File: src/rtl/spi_fe_pkg.sv
package spi_fe_pkg;
   typedef enum logic [1:0] {
      PIN_NC   = 2'b00,
      PIN_HOLD = 2'b01,
      PIN_RDY  = 2'b10,
      PIN_RSVD = 2'b11
   } pin_mode_e;
endpackage

File: src/rtl/spi_fe_sync.sv
module spi_fe_sync #(
   parameter int          W       = 4,
   parameter int          STAGES  = 2,
   parameter logic [W-1:0] RST_VAL = '0
) (
   input  logic         clk,
   input  logic         rst_n,
   input  logic [W-1:0] d,
   output logic [W-1:0] q
);
   logic [W-1:0] stg [STAGES];

   for (genvar s = 0; s < STAGES; s++) begin : g_stage
      if (s == 0) begin : g_head
         always_ff @(posedge clk or negedge rst_n)
            if (!rst_n) stg[0] <= RST_VAL;
            else        stg[0] <= d;
      end else begin : g_tail
         always_ff @(posedge clk or negedge rst_n)
            if (!rst_n) stg[s] <= RST_VAL;
            else        stg[s] <= stg[s-1];
      end
   end

   assign q = stg[STAGES-1];
endmodule

File: src/rtl/spi_fe_rx.sv
module spi_fe_rx #(
   parameter int W  = 8,
   parameter int CW = $clog2(W)
) (
   input  logic          clk,
   input  logic          rst_n,
   input  logic          clr,
   input  logic          take,
   input  logic          bit_in,
   output logic          valid,
   output logic [W-1:0]  data,
   output logic          first,
   output logic [CW-1:0] bit_cnt
);
   localparam logic [CW-1:0] LAST = CW'(W-1);

   logic [W-1:0] sh;
   logic         first_pend;
   logic [W-1:0] sh_next;

   assign sh_next = {sh[W-2:0], bit_in};

   always_ff @(posedge clk or negedge rst_n) begin
      if (!rst_n) begin
         sh <= '0; bit_cnt <= '0; valid <= 1'b0;
         data <= '0; first <= 1'b0; first_pend <= 1'b1;
      end else begin
         valid <= 1'b0;
         if (clr) begin
            bit_cnt    <= '0;
            first_pend <= 1'b1;
         end else if (take) begin
            sh <= sh_next;
            if (bit_cnt == LAST) begin
               bit_cnt    <= '0;
               valid      <= 1'b1;
               data       <= sh_next;
               first      <= first_pend;
               first_pend <= 1'b0;
            end else begin
               bit_cnt <= bit_cnt + 1'b1;
            end
         end
      end
   end
endmodule

File: src/rtl/spi_fe_tx.sv
module spi_fe_tx #(
   parameter int W  = 8,
   parameter int CW = $clog2(W)
) (
   input  logic         clk,
   input  logic         rst_n,
   input  logic         start,
   input  logic         step,
   input  logic         rd_rise,
   input  logic [W-1:0] rd_data,
   output logic         rd_req,
   output logic         so_bit
);
   localparam logic [CW-1:0] LAST = CW'(W-1);
   localparam logic [CW-1:0] PREF = CW'(W-2);

   logic [W-1:0]  tx_sr, nxt;
   logic [CW-1:0] cnt;
   logic          pend, ld_first, skip;

   always_ff @(posedge clk or negedge rst_n) begin
      if (!rst_n) begin
         tx_sr <= '0; nxt <= '0; cnt <= '0;
         pend <= 1'b0; ld_first <= 1'b0; skip <= 1'b0; rd_req <= 1'b0;
      end else begin
         rd_req <= 1'b0;
         pend   <= rd_req;
         if (pend) begin
            nxt <= rd_data;
            if (ld_first) begin
               tx_sr    <= rd_data;
               ld_first <= 1'b0;
            end
         end
         if (start) begin
            rd_req   <= 1'b1;
            ld_first <= 1'b1;
            cnt      <= '0;
            skip     <= rd_rise;
         end else if (step) begin
            if (skip) begin
               skip <= 1'b0;
            end else if (cnt == LAST) begin
               tx_sr <= nxt;
               cnt   <= '0;
            end else begin
               tx_sr <= {tx_sr[W-2:0], 1'b0};
               cnt   <= cnt + 1'b1;
               if (cnt == PREF) rd_req <= 1'b1;
            end
         end
      end
   end

   assign so_bit = tx_sr[W-1];
endmodule

File: src/rtl/spi_mem_front.sv
module spi_mem_front
   import spi_fe_pkg::*;
#(
   parameter int W           = 8,
   parameter int SYNC_STAGES = 2,
   parameter bit HAS_MF_PIN  = 1'b1
) (
   input  logic         clk,
   input  logic         rst_n,
   input  logic         sck,
   input  logic         cs_n,
   input  logic         si,
   output logic         so_out,
   output logic         so_oe,
   input  logic         mf_in,
   output logic         mf_out,
   output logic         mf_oe,
   input  logic [1:0]   cfg_pin_mode,
   input  logic         cfg_rd_rise,
   input  logic         busy_i,
   output logic         rx_valid,
   output logic [W-1:0] rx_byte,
   output logic         rx_first,
   output logic         rd_req,
   input  logic [W-1:0] rd_data
);
   localparam int CW = $clog2(W);

   if (W < 2)           begin : g_bad_w    $error("W must be at least 2");           end
   if (SYNC_STAGES < 2) begin : g_bad_sync $error("SYNC_STAGES must be at least 2"); end

   logic [3:0] sync_q;
   logic       mf_s, cs_s, sck_s, si_s;
   logic       sck_prev, cs_prev, armed;
   logic       hold_act, active, frame_start;
   logic       step;
   pin_mode_e  mode;

   assign mode = pin_mode_e'(cfg_pin_mode);

   spi_fe_sync #(.W(4), .STAGES(SYNC_STAGES), .RST_VAL(4'b1100)) u_sync (
      .clk(clk), .rst_n(rst_n), .d({mf_in, cs_n, sck, si}), .q(sync_q));
   assign {mf_s, cs_s, sck_s, si_s} = sync_q;

   always_ff @(posedge clk or negedge rst_n) begin
      if (!rst_n) begin
         sck_prev <= 1'b0; cs_prev <= 1'b1; armed <= 1'b0; so_oe <= 1'b0;
      end else begin
         sck_prev <= sck_s;
         cs_prev  <= cs_s;
         if (cs_s && !cs_prev) armed <= 1'b1;
         so_oe <= active;
      end
   end

   if (HAS_MF_PIN) begin : g_mf
      assign hold_act = (mode == PIN_HOLD) && !mf_s;
      always_ff @(posedge clk or negedge rst_n) begin
         if (!rst_n) begin
            mf_oe <= 1'b0; mf_out <= 1'b0;
         end else begin
            mf_oe  <= (mode == PIN_RDY);
            mf_out <= (mode == PIN_RDY) && !busy_i;
         end
      end
   end else begin : g_no_mf
      assign hold_act = 1'b0;
      assign mf_oe    = 1'b0;
      assign mf_out   = 1'b0;
   end

   assign active      = armed && !cs_s && !hold_act;
   assign frame_start = armed && !cs_s && cs_prev;
   assign step        = active && (cfg_rd_rise ? (sck_s && !sck_prev)
                                               : (!sck_s && sck_prev));

   spi_fe_rx #(.W(W), .CW(CW)) u_rx (
      .clk(clk), .rst_n(rst_n), .clr(cs_s || !armed),
      .take(active && sck_s && !sck_prev), .bit_in(si_s),
      .valid(rx_valid), .data(rx_byte), .first(rx_first), .bit_cnt());

   spi_fe_tx #(.W(W), .CW(CW)) u_tx (
      .clk(clk), .rst_n(rst_n), .start(frame_start), .step(step),
      .rd_rise(cfg_rd_rise), .rd_data(rd_data), .rd_req(rd_req), .so_bit(so_out));
endmodule

File: config.mk
export PLATFORM = sky130hd
export DESIGN_NAME = spi_mem_front
export DESIGN_NICKNAME = d
export VERILOG_FILES = /design/src/rtl/spi_fe_pkg.sv /design/src/rtl/spi_fe_sync.sv /design/src/rtl/spi_fe_rx.sv /design/src/rtl/spi_fe_tx.sv /design/src/rtl/spi_mem_front.sv
export SDC_FILE = /design/constraint.sdc
export NUM_CORES = 1
export LEC_CHECK = 0
export BUFFER_PORTS_ARGS = -buffer_cell sky130_fd_sc_hd__buf_2
export CORE_UTILIZATION = 55
export DETAILED_ROUTE_END_ITERATION = 10
export PLACE_DENSITY = 0.77
export SLEW_MARGIN = 20
export SYNTH_ARGS = -nofsm -noshare
export SYNTH_HDL_FRONTEND = slang
export SYNTH_SLANG_ARGS = --single-unit
File: constraint.sdc
create_clock -name clk -period 4.2 [get_ports clk]
set_clock_uncertainty 0.2 [all_clocks]
set_input_delay 0.84 -clock clk [delete_from_list [all_inputs] [get_ports clk]]
set_output_delay 0.84 -clock clk [all_outputs]
set_load 0.01 [all_outputs]
==> flow_metrics.tcl <==
set metrics [dict create \
    fin_tns_setup_ns 0 \
    synth_top_area_share_pct 54.6 \
    pre_cts_ws_ns 1.63 \
    netlist_instances 163 \
    clock_latency_ns 0.33 \
    holdPathStages 0 \
    synth_flop_cell "dfrtp_1" \
    gr-usage-all-layers_pct 21.1 \
    period_share_pct 54.3 \
    end_kind "flop" \
    holdWs_ns 0.157 \
    hold_class "flop to flop" \
    antenna_found_initial 0 \
    clock_sinks 58 \
    crit_path_cell_trace "nor2b_1 > nand4b_1 > or3_1 > a21oi_1" \
    post_cts_buffers 0 \
    leakage_nw 1.39 \
    hpwl_um 2710 \
    dieArea_mm2 0.00460 \
    path_clk_slew_ns 0.06 \
    cp.arrival_ns 2.34 \
    grt_pass1_vias 1391 \
    vias 1374 \
    maxSlewViolCount 0 \
    fmax_mhz 438 \
    avgRoutedWirePerCell_um 15.5 \
    cp.required_ns 4.25 \
    gp_congestion 0.718 \
    root_buffer "clkbuf_8" \
    worst_slack_ns 1.92 \
    synth.ff_latch_count 58 \
    synth-edff-count 0 \
    status "completed" \
    first_pass_iters 4 \
    hold_viol_final 0 \
    drive_gt1_share_pct 40.6 \
    die_y_um 67.9 \
    synth_area_mm2 0.00238 \
    vias_per_cell 5.35 \
    yosysTopAreaCell "dfrtp_1" \
    overflow 0 \
    antennaDiodeCount 0 \
    cap_violations 0 \
    io_pins 33 \
    h-tree-depth 3 \
    critPathTopFamily "simple AND/OR/NAND/NOR gates" \
    post_dp_cell_area_mm2 0.00258 \
    peakVddDrop_uv 304 \
    antenna_left 0 \
    cts_resized 0 \
    ys_top_cells_by_area "dfrtp_1 55%, mux2i_1 9.7%, mux2_2 7.6%" \
    synthesis.nets 187 \
    cp-start-kind "flop" \
    worstMarginPinSlew_ns 0.590 \
    ys_types 30 \
    grt_pass1_wl_um 6580 \
    grt_setup_unrepaired "no" \
    drt_iter0_markers 32 \
    r2r_cells 4 \
    synthToLayoutAreaGrowth_pct 16.4 \
    coreArea_mm2 0.00409 \
    row_count 23 \
    cp_slowest_cell "nand4b_1" \
    fin_util_pct 67.9 \
    drc 0 \
    period_minus_slack_ns 2.28 \
    yosysMostFrequentCell "dfrtp_1" \
    async_flop_share_pct 100 \
    drt-total-wl_um 3980 \
    critPathMaxStageDelay_ns 0.56 \
    path_depth 4 \
    maxSlewHeadroom_pct 60.5 \
    cts_buffers 9 \
    crit_buf_inv 0 \
    avgSynthCellArea_um2 14.6 \
    clk_path_buf_depth 2 \
    ys_seq_area_share_pct 61.2 \
    die_w_um 67.9 \
    nNetsFinal 226 \
    start_util_pct 58.4 \
    p_per_area_mw_per_mm2 477 \
    crit_fanout 13 \
    setup_viol 0 \
    stdcell_area_mm2 0.00278 \
    ys_top_cells_by_count "52 x dfrtp_1, 23 x mux2i_1, 16 x mux2_2" \
    cts_tree "yes" \
    synth_warnings 0 \
    portBuffers 32 \
    grt_max_degree 33 \
    cts_hold_buf 0 \
    critPathKind "flop to flop" \
]
path summary, 6_finish.rpt:
check | from | end | slack, ns
setup / recovery | armed$_DFFE_PN0P_ | u_rx.bit_cnt[0]$_DFFE_PN0P_ | 1.92
hold / removal | u_sync.stg[7]$_DFF_PN1_ | u_sync.q[3]$_DFF_PN1_ | 0.16
setup reg to reg | armed$_DFFE_PN0P_ | u_rx.bit_cnt[0]$_DFFE_PN0P_ | 1.92
hold reg to reg | u_sync.stg[7]$_DFF_PN1_ | u_sync.q[3]$_DFF_PN1_ | 0.16
max in group asynchronous | rst_n | u_sync.stg[6]$_DFF_PN1_ | 2.65
min in group asynchronous | rst_n | u_tx.cnt[2]$_DFFE_PN0P_ | 0.30
flip-flops by register name, summed over array words and instances, names as in the netlist, 3 cells and up:
signal        cells
u_sync.q          4
u_rx.sh           7
u_sync.stg        4
u_tx.nxt          8
u_tx.cnt          3
u_rx.bit_cnt      3
u_rx.data         8
u_tx.tx_sr        8
layer usage:
| metal | global-route usage, % | share of wire, % | vias to the layer above |
|---|---|---|---|
| met5 | 0 | 0 | - |
| met4 | 8.59 | 0.45 | 0 |
| met3 | 11.7 | 5.3 | 2 |
| met2 | 32.7 | 48 | 37 |
| met1 | 24.4 | 46 | 685 |
| li1 | - | - | 650 |
cells in the final DEF, fill, tap and decap left out, drive strengths merged, types with 3 or more instances in the layout:
cell	netlist	routed
nor2b	3	3
dfstp	6	6
ha	6	6
mux2	24	24
nand2	9	9
buf	5	33
clkinv	0	4
inv	7	7
o21ai	4	4
nand3	5	5
clkbuf	0	11
mux2i	23	23
dfrtp	52	52
stage by stage:
step / power, mW / instances
after floorplan: 0.781 / 163
after global placement: 0.820 / 241
after detailed placement: 0.839 / 241
after CTS: 1.35 / 257
after global routing: 1.39 / 257
final: 1.32 / 257
area by class of cell:
cell class | count | area, um2
Tap cell | 50 | 62.6
Sequential cell | 58 | 1460
Clock inverter | 5 | 53.8
Timing Repair Buffer | 33 | 168
Inverter | 7 | 26.3
Multi-Input combinational cell | 93 | 865
Fill cell | 315 | 1310
Clock buffer | 11 | 141
where the power goes:
part	leakage, nW	internal, mW	total, mW	switching, mW
logic	0.573	0.0766	0.140	0.0638
clock network	0.103	0.288	0.498	0.210
registers	0.717	0.637	0.686	0.0486
total	1.39	1.00	1.32	0.323
kinds of logic after synthesis:
kind of cell    synth area share (%)
buf+inv                         2.57
flops                           61.2
mux                             22.2
compound gates                  3.46
fa+ha+maj                       3.15
simple gates                    7.40
(Power assumes the default switching activity.)
